`config.mk`:
```
export PLATFORM = sky130hd
export DESIGN_NAME = uart_frame_core
export DESIGN_NICKNAME = d
export VERILOG_FILES = /design/src/rtl/uart_frame_pkg.sv /design/src/rtl/uart_baud_tick.sv /design/src/rtl/uart_tx_ser.sv /design/src/rtl/uart_rx_deser.sv /design/src/rtl/uart_frame_core.sv
export SDC_FILE = /design/constraint.sdc
export NUM_CORES = 1
export LEC_CHECK = 0
export BUFFER_PORTS_ARGS = -buffer_cell sky130_fd_sc_hd__buf_2
export CORE_MARGIN = 1
export CORE_UTILIZATION = 60
export DETAILED_ROUTE_END_ITERATION = 16
export GPL_ROUTABILITY_DRIVEN = 0
export PLACE_DENSITY_LB_ADDON = 0.25
export REMOVE_ABC_BUFFERS = 1
export SLEW_MARGIN = 5
export SYNTH_ARGS = -nofsm -noshare
export SYNTH_HDL_FRONTEND = slang
export SYNTH_SLANG_ARGS = --single-unit
```
`constraint.sdc`:
```
create_clock -name clk -period 5 [get_ports clk]
set_clock_uncertainty 0.15 [all_clocks]
set_input_delay 0.5 -clock clk [delete_from_list [all_inputs] [get_ports clk]]
set_output_delay 0.5 -clock clk [all_outputs]
set_load 0.01 [all_outputs]
```
`src/rtl/uart_frame_pkg.sv`:
```
package uart_frame_pkg;
  localparam int unsigned OVS      = 13;
  localparam int unsigned SMP_W    = $clog2(OVS);
  localparam int unsigned MID_SMP  = (OVS - 1) / 2;
  localparam int unsigned MAX_BITS = 12;
  localparam int unsigned CNT_W    = $clog2(MAX_BITS + 1);

  typedef struct packed {
    logic data8;
    logic stop2;
    logic par_en;
    logic par_odd;
  } frame_cfg_t;
endpackage

```
`src/rtl/uart_baud_tick.sv`:
```
module uart_baud_tick #(
  parameter int unsigned DIV_W = 10
) (
  input  logic             clk,
  input  logic             rst_n,
  input  logic [DIV_W-1:0] div_i,
  input  logic             load_i,
  output logic             tick_o
);
  logic [DIV_W-1:0] cnt_q, cnt_d, div_q, div_d;

  always_comb begin
    tick_o = (cnt_q >= div_q);
    cnt_d  = tick_o ? '0 : cnt_q + DIV_W'(1);
    div_d  = load_i ? div_i : div_q;   // divisor only follows input between frames
  end

  always_ff @(posedge clk or negedge rst_n) begin
    if (!rst_n) begin
      cnt_q <= '0;
      div_q <= '0;
    end else begin
      cnt_q <= cnt_d;
      div_q <= div_d;
    end
  end
endmodule

```
`src/rtl/uart_tx_ser.sv`:
```
module uart_tx_ser
  import uart_frame_pkg::*;
(
  input  logic       clk,
  input  logic       rst_n,
  input  logic       tick_i,
  input  logic       en_i,
  input  frame_cfg_t cfg_i,
  input  logic [7:0] data_i,
  input  logic       valid_i,
  output logic       ready_o,
  output logic       line_o,
  output logic       active_o,
  output logic       loading_o
);
  typedef enum logic [1:0] {TX_IDLE, TX_WAIT, TX_SHIFT} tx_st_t;

  tx_st_t              st_q, st_d;
  logic [MAX_BITS-1:0] sh_q, sh_d, image;
  logic [CNT_W-1:0]    left_q, left_d, nbits, ndat;
  logic [SMP_W-1:0]    smp_q, smp_d;
  logic [7:0]          dm;

  // Frame image, LSB first: start, data, optional parity, stop ones.
  always_comb begin
    ndat  = cfg_i.data8 ? CNT_W'(8) : CNT_W'(7);
    dm    = cfg_i.data8 ? data_i : {1'b0, data_i[6:0]};
    image = '1;
    image[0] = 1'b0;
    for (int i = 0; i < 8; i++) begin
      if (CNT_W'(i) < ndat) image[i+1] = dm[i];
    end
    if (cfg_i.par_en) image[ndat + CNT_W'(1)] = (^dm) ^ cfg_i.par_odd;
    nbits = CNT_W'(2) + ndat + CNT_W'(cfg_i.par_en) + CNT_W'(cfg_i.stop2);
  end

  always_comb begin
    st_d   = st_q;
    sh_d   = sh_q;
    left_d = left_q;
    smp_d  = smp_q;
    case (st_q)
      TX_IDLE: begin
        if (en_i && valid_i) begin
          st_d   = TX_WAIT;
          sh_d   = image;
          left_d = nbits;
        end
      end
      TX_WAIT: begin
        if (tick_i) begin
          st_d  = TX_SHIFT;
          smp_d = '0;
        end
      end
      TX_SHIFT: begin
        if (tick_i) begin
          if (smp_q == SMP_W'(OVS - 1)) begin
            smp_d  = '0;
            sh_d   = {1'b1, sh_q[MAX_BITS-1:1]};
            left_d = left_q - CNT_W'(1);
            if (left_q == CNT_W'(1)) st_d = TX_IDLE;
          end else begin
            smp_d = smp_q + SMP_W'(1);
          end
        end
      end
      default: st_d = TX_IDLE;
    endcase
  end

  always_ff @(posedge clk or negedge rst_n) begin
    if (!rst_n) begin
      st_q   <= TX_IDLE;
      sh_q   <= '1;
      left_q <= '0;
      smp_q  <= '0;
    end else begin
      st_q   <= st_d;
      sh_q   <= sh_d;
      left_q <= left_d;
      smp_q  <= smp_d;
    end
  end

  assign ready_o   = en_i && (st_q == TX_IDLE);
  assign loading_o = (st_q == TX_WAIT);
  assign active_o  = (st_q == TX_SHIFT);
  assign line_o    = active_o ? sh_q[0] : 1'b1;
endmodule

```
`src/rtl/uart_rx_deser.sv`:
```
module uart_rx_deser
  import uart_frame_pkg::*;
(
  input  logic       clk,
  input  logic       rst_n,
  input  logic       tick_i,
  input  logic       en_i,
  input  logic       data8_i,
  input  logic       par_en_i,
  input  logic       par_odd_i,
  input  logic       line_i,
  output logic [9:0] word_o,
  output logic       valid_o,
  output logic       active_o
);
  typedef enum logic [2:0] {RX_IDLE, RX_START, RX_DATA, RX_PAR, RX_STOP} rx_st_t;

  rx_st_t           st_q, st_d;
  logic [SMP_W-1:0] smp_q, smp_d;
  logic [2:0]       bidx_q, bidx_d;
  logic [7:0]       dat_q, dat_d;
  logic [9:0]       word_q, word_d;
  logic [1:0]       sync_q;
  logic             pbit_q, pbit_d, last_q, last_d, valid_q, valid_d;
  logic             line, mid, endb, perr;

  assign line = sync_q[1];
  assign mid  = (smp_q == SMP_W'(MID_SMP));
  assign endb = (smp_q == SMP_W'(OVS - 1));
  assign perr = par_en_i && (((^dat_q) ^ pbit_q) != par_odd_i);

  always_comb begin
    st_d    = st_q;
    smp_d   = smp_q;
    bidx_d  = bidx_q;
    dat_d   = dat_q;
    pbit_d  = pbit_q;
    last_d  = last_q;
    word_d  = word_q;
    valid_d = 1'b0;
    if (!en_i) begin
      st_d = RX_IDLE;
      if (tick_i) last_d = line;
    end else if (tick_i) begin
      last_d = line;
      smp_d  = endb ? '0 : smp_q + SMP_W'(1);
      case (st_q)
        RX_IDLE: begin
          smp_d = '0;
          if (last_q && !line) begin
            st_d  = RX_START;
            smp_d = SMP_W'(1);
          end
        end
        RX_START: begin
          if (mid && line) st_d = RX_IDLE;           // start not confirmed
          else if (endb) begin
            st_d   = RX_DATA;
            bidx_d = '0;
            dat_d  = '0;
          end
        end
        RX_DATA: begin
          if (mid) dat_d[bidx_q] = line;
          if (endb) begin
            if (bidx_q == (data8_i ? 3'd7 : 3'd6))
              st_d = par_en_i ? RX_PAR : RX_STOP;
            else
              bidx_d = bidx_q + 3'd1;
          end
        end
        RX_PAR: begin
          if (mid) pbit_d = line;
          if (endb) st_d = RX_STOP;
        end
        RX_STOP: begin
          if (mid) begin
            word_d  = {~line, perr, dat_q};
            valid_d = 1'b1;
            st_d    = RX_IDLE;
          end
        end
        default: st_d = RX_IDLE;
      endcase
    end
  end

  always_ff @(posedge clk or negedge rst_n) begin
    if (!rst_n) begin
      sync_q  <= 2'b11;
      st_q    <= RX_IDLE;
      smp_q   <= '0;
      bidx_q  <= '0;
      dat_q   <= '0;
      pbit_q  <= 1'b0;
      last_q  <= 1'b1;
      word_q  <= '0;
      valid_q <= 1'b0;
    end else begin
      sync_q  <= {sync_q[0], line_i};
      st_q    <= st_d;
      smp_q   <= smp_d;
      bidx_q  <= bidx_d;
      dat_q   <= dat_d;
      pbit_q  <= pbit_d;
      last_q  <= last_d;
      word_q  <= word_d;
      valid_q <= valid_d;
    end
  end

  assign word_o   = word_q;
  assign valid_o  = valid_q;
  assign active_o = (st_q != RX_IDLE);
endmodule

```
`src/rtl/uart_frame_core.sv`:
```
module uart_frame_core
  import uart_frame_pkg::*;
#(
  parameter int unsigned DIV_W = 10
) (
  input  logic             clk,
  input  logic             rst_n,
  input  logic             tx_en,
  input  logic             rx_en,
  input  logic             loop_en,
  input  logic             data8,
  input  logic             stop2,
  input  logic             par_en,
  input  logic             par_odd,
  input  logic [DIV_W-1:0] brd,
  input  logic [7:0]       tx_data,
  input  logic             tx_valid,
  output logic             tx_ready,
  input  logic             rxd,
  output logic             txd,
  output logic [9:0]       rx_word,
  output logic             rx_valid,
  output logic             tx_active,
  output logic             tx_loading,
  output logic             rx_active
);
  frame_cfg_t cfg;
  logic       tick, tx_line, rx_line, div_load;

  assign cfg      = '{data8: data8, stop2: stop2, par_en: par_en, par_odd: par_odd};
  assign div_load = !tx_active && !tx_loading && !rx_active;
  assign rx_line  = loop_en ? tx_line : rxd;
  assign txd      = loop_en ? 1'b1 : tx_line;

  uart_baud_tick #(.DIV_W(DIV_W)) u_tick (
    .clk(clk), .rst_n(rst_n), .div_i(brd), .load_i(div_load), .tick_o(tick)
  );

  uart_tx_ser u_tx (
    .clk(clk), .rst_n(rst_n), .tick_i(tick), .en_i(tx_en), .cfg_i(cfg),
    .data_i(tx_data), .valid_i(tx_valid), .ready_o(tx_ready), .line_o(tx_line),
    .active_o(tx_active), .loading_o(tx_loading)
  );

  uart_rx_deser u_rx (
    .clk(clk), .rst_n(rst_n), .tick_i(tick), .en_i(rx_en), .data8_i(data8),
    .par_en_i(par_en), .par_odd_i(par_odd), .line_i(rx_line),
    .word_o(rx_word), .valid_o(rx_valid), .active_o(rx_active)
  );
endmodule

```
Yosys cells after proc, flatten, opt, wreduce, memory -nomap -nowiden
Cells that the tools add are included.
{"block": "classes", "n_eq_ne": 29, "n_lt_le_gt_ge": 13, "addsub": 9, "n_reduce_logical": 30, "n_mux": 67, "n_bitwise": 3}
{"op": "two-way mux 12 bit", "count": 4}
{"op": "two-way mux 3 bit", "count": 14}
{"op": "two-way mux 4 bit", "count": 9}
{"op": "two-way mux 8 bit", "count": 4}
{"op": "case mux 12 bit (2 select lines)", "count": 1}
{"op": "two-way mux 1 bit", "count": 19}
{"op": "!= test 2 x 1 -> 1 bit (second input constant)", "count": 9}
{"op": "< comparator 3 x 4 -> 1 bit (first input constant)", "count": 4}
{"op": "case mux 4 bit (2 select lines)", "count": 2}
{"op": "case mux 8 bit (2 select lines)", "count": 1}
{"op": "XOR reduction 8 bit", "count": 2}
{"op": "!= test 3 x 2 -> 1 bit (second input constant)", "count": 5}
{"op": "case mux 3 bit (5 select lines)", "count": 1}
{"op": "AND reduction 7 bit", "count": 2}
{"op": "adder 4 x 1 -> 4 bit (second input constant)", "count": 3}
{"op": "bitwise mux 12 bit", "count": 1}
{"op": "AND reduction 4 bit", "count": 3}
{"op": "adder 10 x 1 -> 10 bit (second input constant)", "count": 1}
{"op": "greater-or-equal comparator 10 bit", "count": 1}
{"op": "two-way mux 10 bit", "count": 1}
{"op": "two-way mux 2 bit", "count": 5}
{"op": "logical AND 1 bit", "count": 9}
{"op": "adder 4 x 1 -> 4 bit", "count": 2}
{"op": "bitwise mux 8 bit", "count": 1}
{"op": "other kinds (36)", "count": 47}
{"block": "word_totals", "in_bits": 29, "out_inout_bits": 16, "regBits": 75, "wordCells": 166}

Depth between registers and ports, before layout
Gate-level depths: netlist of the first run.
{"block": "logic_depth", "ltp_word": 10, "mapped_depth": 10}

Hierarchy
Synthesis of the first run repeated with hierarchy kept, for this count alone.
{"block": "unflattened", "hier_cells": 428, "area_unflattened_um2": 4242.8}
{"module": "uart_rx_deser", "area_each_um2": 1856.8, "cells_each": 178, "instances": 1}
{"module": "uart_tx_ser", "area_each_um2": 1222.4, "cells_each": 138, "instances": 1}
{"module": "uart_baud_tick", "area_each_um2": 1137.3, "cells_each": 109, "instances": 1}
{"module": "uart_frame_core", "area_each_um2": 26.3, "cells_each": 3, "instances": 1}

Worst setup path before layout of the first run
No wires, ideal clock.
{"block": "synth_path", "path_kind": "register to register", "start": "reg u_tick.cnt_q[0]", "end": "reg u_rx.word_q[0], in the netlist u_rx.word_o[0]", "path_buffers": 2, "arrival_ns": 2.223, "required_time_ns": 4.725, "synth_period_minus_slack_ns": 2.498, "stages_incl_launch_ff": 10, "setup_slack_ns": 2.502, "path_cell_list": "dfrtp_1 inv_1 ha_1 nand2b_1 a2111o_1 a211o_1 buf_2 nand3_2 buf_4 mux2_2"}
{"block": "synth_between", "elab_chain_cells": 2}
{"element": "start: declaration", "line": "uart_baud_tick.sv:10", "rtl": "logic [DIV_W-1:0] cnt_q, cnt_d, div_q, div_d;"}
{"element": "start signal: assignment", "line": "uart_baud_tick.sv:23", "rtl": "cnt_q <= cnt_d;"}
{"element": "greater-or-equal comparator 10 bit", "line": "uart_baud_tick.sv:13", "rtl": "tick_o = (cnt_q >= div_q);"}
{"element": "AND reduction 4 bit (no source line)"}
{"element": "end signal: assignment", "line": "uart_rx_deser.sv:107", "rtl": "word_q <= word_d;"}
{"element": "end: declaration", "line": "uart_rx_deser.sv:22", "rtl": "logic [9:0] word_q, word_d;"}
No other way between the ends.
A chain may end at the register's enable or synchronous reset.

Worst setup path in the final report of the first run
{"block": "layout_path", "start": "reg u_tx.st_q[0]", "end": "out txd"}
{"block": "layout_between", "elab_chain_cells": 3}
{"element": "start: declaration", "line": "uart_tx_ser.sv:18", "rtl": "tx_st_t st_q, st_d;"}
{"element": "start signal: assignment", "line": "uart_tx_ser.sv:79", "rtl": "st_q <= st_d;"}
{"element": "equality test 2 bit", "line": "uart_tx_ser.sv:88", "rtl": "assign active_o = (st_q == TX_SHIFT);"}
{"element": "two-way mux 1 bit", "line": "uart_tx_ser.sv:89", "rtl": "assign line_o = active_o ? sh_q[0] : 1'b1;"}
{"element": "two-way mux 1 bit", "line": "uart_frame_core.sv:33", "rtl": "assign txd = loop_en ? 1'b1 : tx_line;"}
{"element": "end: declaration", "line": "uart_frame_core.sv:20", "rtl": "output logic txd,"}
No other way between the ends.

==> results_dict.tcl, run 1 <==
set metrics [dict create \
    worst_pin_slew_ps 945 \
    grt_first_pass_wirelength_um 15500 \
    slowest_delay_ps 770 \
    crit_path_frequent_cell "inv_1" \
    hold_viol_final 0 \
    synth_top_family_by_area "simple AND/OR/NAND/NOR gates" \
    post-route-period-util_pct 64.6 \
    synth_seq_area_share_pct 42.6 \
    syn_inst 439 \
    ys.flop_type "dfrtp_1" \
    cts_root_buffer "clkbuf_8" \
    ant_nets 0 \
    worstSetupStartpointType "flop" \
    fin_ws_ps 1770 \
    grtUsageTotal_pct 26.7 \
    route.detailed.drc 0 \
    die_h_um 87.0 \
    cts_made_buffers 9 \
    worst_ep_arrival_time_ps 2580 \
    ys_types 60 \
    grt_max_degree 38 \
    drive_gt1_share_pct 22.1 \
    synth_fa_ha_area_share_pct 7.40 \
    cp.buffers_inverters 3 \
    start_util_pct 63.0 \
    dr.pass1.iters 5 \
    post_cts_resized 0 \
    fill_cells 572 \
    muxShareOfSynthArea_pct 9.16 \
    post_drt_wl_per_cell_um 15.8 \
    syn_to_final_growth_pct 10.7 \
    critPathTopFamily "adder cells" \
    maxCapViolations 0 \
    fp.coreArea_um2 6870 \
    final_common_cell "dfrtp_1" \
    endpoint_kind "primary output" \
    finalCoreUtilization_pct 69.8 \
    required_ps 4350 \
    final_cell_mix "60 x dfrtp_1, 44 x buf_2, 35 x inv_1, 33 x nand2_1, 25 x nor2_1" \
    grt_pass1_vias 3204 \
    crit_fanout 25 \
    crit_chain "inv_1, ha_1, inv_1, or3_1, buf_2" \
    cts_hold_buf 0 \
    total_leakage_power_nw 2.26 \
    num_vias 3370 \
    nNetsFinal 528 \
    setup_tns_ps 0 \
    setup_viol 0 \
    cts_tree "yes" \
    synth-simple-area-share_pct 15.6 \
    async_flop_share_pct 100 \
    timing.fmax_ghz 0.310 \
    ios 45 \
    status "finished clean" \
    overflow 0 \
    h-tree-depth 3 \
    synth_xor_area_share_pct 5.58 \
    rsz0062_at_grt "false" \
    routed_via_density 5.86 \
    hold_path.class "in -> async" \
    std_cell_rows 30 \
    worstSetupPathType "reg -> out" \
    clk_latency_ps 360 \
    antenna_found_initial 0 \
    crit_slowest_cell "ha_1" \
    place_worst_setup_slack_ps 1910 \
    port_buffers 44 \
    cts.reportedPaths.clkPinSlew_ps 80 \
    drv_slew 0 \
    drtIter0Drc 268 \
    synth-warning-count 0 \
    ir_worst_vdd_mv 0.279 \
    post-cts-setup-buffer-count 0 \
    dpl.hpwl_um 6620 \
    synth-compound-area-share_pct 14.1 \
    min_period_ps 3230 \
    die_area_um2 7560 \
    syn_area_per_cell_um2 9.86 \
    clockBufferDepth 2 \
    die_w_um 87.0 \
    antenna_cells 0 \
    synth_edf_count 0 \
    cts_sinks 73 \
    yosys_register_bits 73 \
    synth_area_um2 4330 \
    drt-total-wl_um 9110 \
    slew_headroom_pct 36.8 \
    power_density_nw_per_um2 440 \
]
registers in the layout (all words and copies together) (netlist names), 2 cells and up:
name	cells
u_rx.word_o	10
u_tick.cnt_q	10
u_tick.div_q	10
u_tx.sh_q	10
u_rx.dat_q	8
u_rx.smp_q	4
u_tx.left_q	4
u_tx.smp_q	4
u_rx.bidx_q	3
u_rx.st_q	3
u_rx.sync_q	2
u_tx.st_q	2
where the power goes:
group	switching (W)	internal, W
clock network	0.000223	0.000278
logic	0.000423	0.000317
registers	0.000103	0.000764
routing by layer:
metal  track usage (%)  part of all wire (%)  vias up
li1                  -                     -     1616
met1              35.6                    45     1620
met2              41.3                    46      119
met3              8.25                   7.5       15
met4              9.24                   1.6        0
met5                 0                     0        -
area by class of cell:
class                      count  area [µm²]  share of cell area, %
sequential                    73        1840                   38.4
clock inverter                 6        82.6                   1.72
multi-input combinational    308        2250                   46.9
inverter                      35         131                   2.74
timing repair buffer          47         243                   5.06
tap                           96         120                   2.51
clock buffer                  10         128                   2.66
cell usage after synthesis, drive strengths merged, types with 5 or more instances:
cell type / n / area share (%)
nand2b: 6 / 0.87
nand2: 33 / 2.9
dfrtp: 60 / 35
a31oi: 5 / 0.72
inv: 35 / 3.0
clkbuf: 10 / 0.87
nor3: 12 / 1.4
mux2i: 7 / 1.6
mux2: 27 / 7.5
ha: 24 / 6.9
o41ai: 5 / 1.0
a21oi: 13 / 1.6
xnor2: 17 / 3.4
buf: 13 / 1.7
o211ai: 9 / 1.6
dfstp: 13 / 7.9
nand3: 21 / 2.5
nor2: 25 / 2.2
and2: 9 / 1.3
and3: 7 / 1.0
xor2: 8 / 1.6
nor2b: 6 / 0.87
o21ai: 25 / 2.9
metrics by stage:
stage	power, W	hold slack [ps]	area (µm²)	instances
CTS	0.00212	120	4790	575
floorplan	0.00140	54.4	4220	416
global route	0.00226	154	4790	575
detailed placement	0.00161	215	4580	559
global placement	0.00157	213	4580	559
finish	0.00211	89.2	4790	575
worst reg2reg max path, stage by stage, from the launching register on:
cell	delay, ps
dfrtp_1	400
ha_1	330
nand4_1	110
nor3_1	400
a211o_1	570
buf_4	360
nand3_2	300
mux2_2	370
logic make-up after synthesis:
kind of cell / Yosys count
fa+ha+maj: 25
compound gates: 88
xor+xnor: 26
mux: 34
simple gates: 135
flops: 73
buf+inv: 58
final timing paths:
kind                                      start              end  slack (ps)  depth (start not counted)
worst max-delay path               u_tx.st_q[0]              txd        1770                          5
worst min register to register   u_rx.sync_q[0]   u_rx.sync_q[1]         230                          0
worst min-delay path                      rst_n  u_tick.div_q[6]          90                          1
min in group clk                        loop_en   u_rx.sync_q[0]         170                          2
worst max register to register  u_tick.cnt_q[9]   u_rx.word_o[0]        1900                          7
max in group asynchronous                 rst_n     u_tx.sh_q[8]        3600                          2
Note: power is estimated with default switching activity, not from simulation.
==> run 2: changes to the inputs <==
Settings changed: ABC_AREA from default to 1, CORE_UTILIZATION 60 to 59.
Clock period 5 ns to 3.15 ns, I/O delays scaled along.
==> run 2 against run 1 <==
Via count up 8.4%. Highest routed layer unchanged. Critical path type is now reg -> reg. Synthesized cell count up 28%. Routed wire length down 8.5%. Core utilization down 0.10 points. Sequential power up 63%. Clock power up 60%. Die area up 2.5%. Final cell count up 22%.
==> results_dict.tcl, run 2 <==
set metrics [dict create \
    total_leakage_power_nw 2.48 \
    cts.reportedPaths.clkPinSlew_ps 80 \
    setup_viol 0 \
    placed_cells 687 \
    maxCapViolations 0 \
    route.detailed.drc 0 \
    antenna_cells 0 \
    port_buffers 44 \
    grtUsageTotal_pct 24.6 \
    fp.coreArea_um2 6980 \
    synth.top_cell.area_share_pct 34.4 \
    worst_pin_slew_ps 885 \
    die_w_um 88.0 \
    hold_viol_final 0 \
    post-route-period-util_pct 75.4 \
    die_area_um2 7750 \
    worst_ep_arrival_time_ps 2460 \
    antenna_found_initial 0 \
    power_density_nw_per_um2 741 \
    drive_gt1_share_pct 18.4 \
    syn_area_per_cell_um2 7.80 \
    status "finished clean" \
    required_ps 3240 \
    h-tree-depth 3 \
    clockBufferDepth 2 \
    worstSetupPathType "reg -> reg" \
    timing.fmax_ghz 0.421 \
    syn_inst 560 \
    drt-total-wl_um 8340 \
    start_util_pct 62.5 \
    synth_area_um2 4370 \
    clk_latency_ps 350 \
    ir_worst_vdd_mv 0.603 \
    drv_slew 0 \
    die_h_um 88.0 \
    dpl.hpwl_um 6230 \
    dr.pass1.iters 4 \
    cts_sinks 73 \
    yosys-top-cells-area "dfrtp_1 34%, nand2_1 14%, dfstp_2 7.8%" \
    ios 45 \
    routed_via_density 5.19 \
    post-cts-setup-buffer-count 0 \
    ant_nets 0 \
    post_drt_wl_per_cell_um 11.8 \
    yosys_register_bits 73 \
    synth-warning-count 0 \
    ys_types 42 \
    rsz0062_at_grt "false" \
    cts_tree "yes" \
    setup_tns_ps 0 \
    syn_to_final_growth_pct 11.4 \
    async_flop_share_pct 100 \
    endpoint_kind "flop" \
    finalNonFillerCells 704 \
    grt_pass1_vias 3486 \
    synth.most_common_cell "nand2_1" \
    grt_first_pass_wirelength_um 14800 \
    yosys.area.top_type "dfrtp_1" \
    synth_seq_area_share_pct 42.2 \
    final_common_cell "nand2_1" \
    final_cell_mix "158 x nand2_1, 60 x dfrtp_1, 53 x inv_1, 47 x nor2_1, 44 x buf_2" \
    nNetsFinal 657 \
    cts_made_buffers 9 \
    slew_headroom_pct 41.0 \
    crit_fanout 13 \
    overflow 0 \
    num_vias 3652 \
    grt_max_degree 74 \
    synth_edf_count 0 \
    worstSetupStartpointType "flop" \
    hold_path.class "in -> async" \
    fill_cells 591 \
    cts_root_buffer "clkbuf_8" \
    std_cell_rows 30 \
    synth_top_cells_by_count "158 x nand2_1, 60 x dfrtp_1, 53 x inv_1, 47 x nor2_1, 42 x nand3_1" \
    ys.flop_type "dfrtp_1" \
    worst-r2r-setup-slack_ps 780 \
    drtIter0Drc 214 \
    min_period_ps 2370 \
]
## run 2: cell types whose count changed after synthesis, sizes merged, moves of 7 or more
cell,delta
o21ai,+24
nand3,+24
inv,+30
clkbuf,-8
nand4,+11
a21oi,+7
and2,-9
nand2,+126
mux2,-26
o211ai,-9
nor2,+25
xnor2,-8
## run 2: critical path, cell delays in order (launching register included)
cell	delay (ps)
dfrtp_1	370
inv_1	90
ha_1	260
a21o_1	190
nor2_1	170
nand3_2	290
nand3_1	440
inv_2	150
nand2_1	90
nand2_1	60
## run 2: final timing paths
path                            startpoint  cells past startpoint         endpoint
max in group asynchronous            rst_n                      2  u_tick.cnt_q[2]
max                        u_tick.div_q[9]                      9   u_rx.word_o[5]
min in group clk                       rxd                      3   u_rx.sync_q[0]
min reg2reg                 u_rx.sync_q[0]                      0   u_rx.sync_q[1]
min                                  rst_n                      2  u_tick.div_q[7]
max reg2reg                u_tick.div_q[9]                      9   u_rx.word_o[5]
## run 2: timing repair
action,CTS,global route
resized for setup,0,0
hold buffers,1,0
hold endpoints to repair,1,0
## run 2: layer usage
metal,track usage [%],part of all wire [%]
met5,0,0
met4,9.53,1.4
met3,5.00,4.4
met2,41.4,47
met1,31.2,47
## run 2: where the power goes
| group | internal (W) | switching, W |
|---|---|---|
| clock | 0.000462 | 0.000343 |
| combinational | 0.000508 | 0.000883 |
| sequential | 0.00124 | 0.000167 |
## run 2: area by class of cell
type	count	area, µm²	area share (%)
sequential	73	1840	37.9
inverter	66	248	5.09
clock inverter	6	81.3	1.67
tap	96	120	2.47
multi-input combinational	406	2190	45.0
clock buffer	10	138	2.83
timing repair buffer	47	245	5.04
## run 2: cell families after synthesis
group                    Yosys count  synth area share, %
adder cells (fa/ha/maj)           25                 7.34
AND/OR/NAND/NOR                  287                 28.9
flip-flops                        73                 42.2
AO/OA/AOI/OAI                     74                 9.68
XOR/XNOR                          15                 3.01
buffers and inverters             81                 7.65
multiplexers                       5                 1.26
## run 2: metrics by stage
stage	area, µm²	power, W	worst slack, ps	util, %	hold WS [ps]
2_1_floorplan	4280	0.00245	915	-	-131
3_3_place_gp	4640	0.00273	909	66.4	196
3_5_place_dp	4640	0.00281	759	66.4	200
4_1_cts	4860	0.00364	752	69.7	20.2
5_1_grt	4860	0.00393	507	69.7	28.7
6_report	4860	0.00361	776	69.7	18.3
==> run 3: changes to the inputs <==
Clock period 3.15 ns to 2.21 ns, I/O delays scaled along.
==> run 3 against run 2 <==
Count of clock-buffer cells in the layout increased by 1. Non-clock buffer count grew 20. Clock power rose by 11%. Routed wire length rose by 5.0%. Power up 41%. Largest power group is now combinational logic. Register-to-register slack lost 610 ps. Final cell count up 2.7%. Sequential share of layout area shrank 1.3 points. Sequential power up 43%. Highest routed layer unchanged. Final area up 3.5%. First-iteration DRC count increased by 11%.
==> results_dict.tcl, run 3 (synthesis results as in run 2) <==
set metrics [dict create \
    clk_latency_ps 340 \
    worst_pin_slew_ps 671 \
    grtUsageTotal_pct 24.8 \
    syn_to_final_growth_pct 15.3 \
    dpl.hpwl_um 6380 \
    post-route-period-util_pct 93.2 \
    std_cell_rows 30 \
    drive_gt1_share_pct 19.3 \
    clockBufferDepth 2 \
    worst_ep_arrival_time_ps 1690 \
    p_comb_share_pct 42.6 \
    worstSetupStartpointType "flop" \
    route.detailed.drc 0 \
    drtIter0Drc 237 \
    worstSetupPathType "reg -> out" \
    ir_worst_vdd_mv 0.667 \
    routed_via_density 5.19 \
    start_util_pct 62.5 \
    min_period_ps 2060 \
    timing.hold.ws_ps 44.5 \
    setup_viol 0 \
    endpoint_kind "primary output" \
    finalPower_w 0.00508 \
    slew_headroom_pct 55.3 \
    maxCapViolations 0 \
    antenna_cells 0 \
    hold_path.class "in -> reg" \
    h-tree-depth 3 \
    grt_max_degree 33 \
    cts_made_buffers 9 \
    drt-total-wl_um 8750 \
    worst-r2r-setup-slack_ps 170 \
    hold_viol_final 0 \
    power_density_nw_per_um2 1010 \
    fill_cells 590 \
    ant_nets 0 \
    cts_root_buffer "clkbuf_8" \
    num_vias 3753 \
    swShare_pct 39.8 \
    power_switching_w 0.00202 \
    required_ps 1840 \
    cts_sinks 73 \
    p_clk_share_pct 17.7 \
    drv_slew 0 \
    total_leakage_power_nw 2.56 \
    sequentialPowerShare_pct 39.7 \
    drt-met1-wl_um 4160 \
    nNetsFinal 677 \
    multi_input_area_um2 2200 \
    post_drt_wl_per_cell_um 12.1 \
    die_w_um 88.0 \
    antenna_found_initial 0 \
    met2_length_um 4190 \
    p_int_w 0.00306 \
    crit_fanout 22 \
    port_buffers 44 \
    ios 45 \
    timing.fmax_ghz 0.486 \
    status "finished clean" \
    cts.reportedPaths.clkPinSlew_ps 70 \
    seqCellArea_um2 1840 \
    die_area_um2 7750 \
    dr_wl_met3_um 293 \
    fp.coreArea_um2 6980 \
    final_common_cell "nand2_1" \
    grt_first_pass_wirelength_um 14800 \
    dr.pass1.iters 4 \
    overflow 0 \
    grt_pass1_vias 3444 \
    cts_tree "yes" \
    die_h_um 88.0 \
    top_layer_used "met4" \
    final_cell_mix "157 x nand2_1, 60 x dfrtp_1, 53 x inv_1, 47 x nor2_1, 44 x buf_2" \
]
-- run 3: cell types whose count changed in the layout (fill, tap and decap cells not counted), sizes merged --
| cell | previous run | this run |
|---|---|---|
| dlygate4sd3 | 1 | 13 |
| buf | 46 | 54 |
| bufinv | 2 | 0 |
| clkbuf | 10 | 11 |
| clkinv | 4 | 5 |
| clkinvlp | 1 | 0 |
-- run 3: critical path: stages (launching register included) --
cell,delay [ps]
dfrtp_1,400
inv_1,110
ha_1,310
buf_6,250
nand3b_1,110
buf_2,150
-- run 3: stage by stage --
stage	instance area [µm²]	worst slack [ps]	util (%)	setup TNS (ps)	instances
finish	5030	151	72.1	0	723
global route	5030	-3.70	72.1	-3.70	723
CTS	4990	49.1	71.5	0	720
detailed placement	4700	59.0	67.3	0	692
global placement	4700	156	67.3	0	692
floorplan	4280	-25.3	-	-151	545
-- run 3: path summary, 6_finish.rpt --
kind	startpoint	end	cells past startpoint
max	u_tx.st_q[0]	txd	5
max in group asynchronous	rst_n	u_tx.sh_q[6]	3
min in group asynchronous	rst_n	u_tick.div_q[8]	2
max reg2reg	u_tick.cnt_q[9]	u_tx.sh_q[8]	9
min	tx_data[1]	u_tx.sh_q[2]	3
min reg2reg	u_rx.sync_q[0]	u_rx.sync_q[1]	0
-- run 3: repair_timing --
item,in CTS,in global routing
buffers inserted,0,3
hold endpoints to repair,29,0
gates resized for setup,0,6
hold buffers,13,0
endpoints found under the setup margin,0,22
-- run 3: routing by layer --
layer,vias up,track usage (%)
met5,-,0
met4,0,10.6
met3,9,4.24
met2,83,41.6
met1,1721,31.7
li1,1940,-
-- run 3: layout make-up --
class | instances | share of cell area (%)
Tap cell | 96 | 2.39
Clock buffer | 11 | 2.81
Clock inverter | 4 | 0.398
Sequential cell | 73 | 36.6
Inverter | 66 | 4.97
Multi-Input combinational cell | 406 | 43.8
Timing Repair Buffer | 67 | 9.02
-- run 3: power groups by stage --
stage	registers (W)	clock network [W]	logic (W)
2_1_floorplan	0.00197	0	0.00153
3_3_place_gp	0.00201	0	0.00197
3_5_place_dp	0.00203	0	0.00205
4_1_cts	0.00201	0.000919	0.00209
5_1_grt	0.00206	0.000967	0.00247
6_report	0.00202	0.000897	0.00217
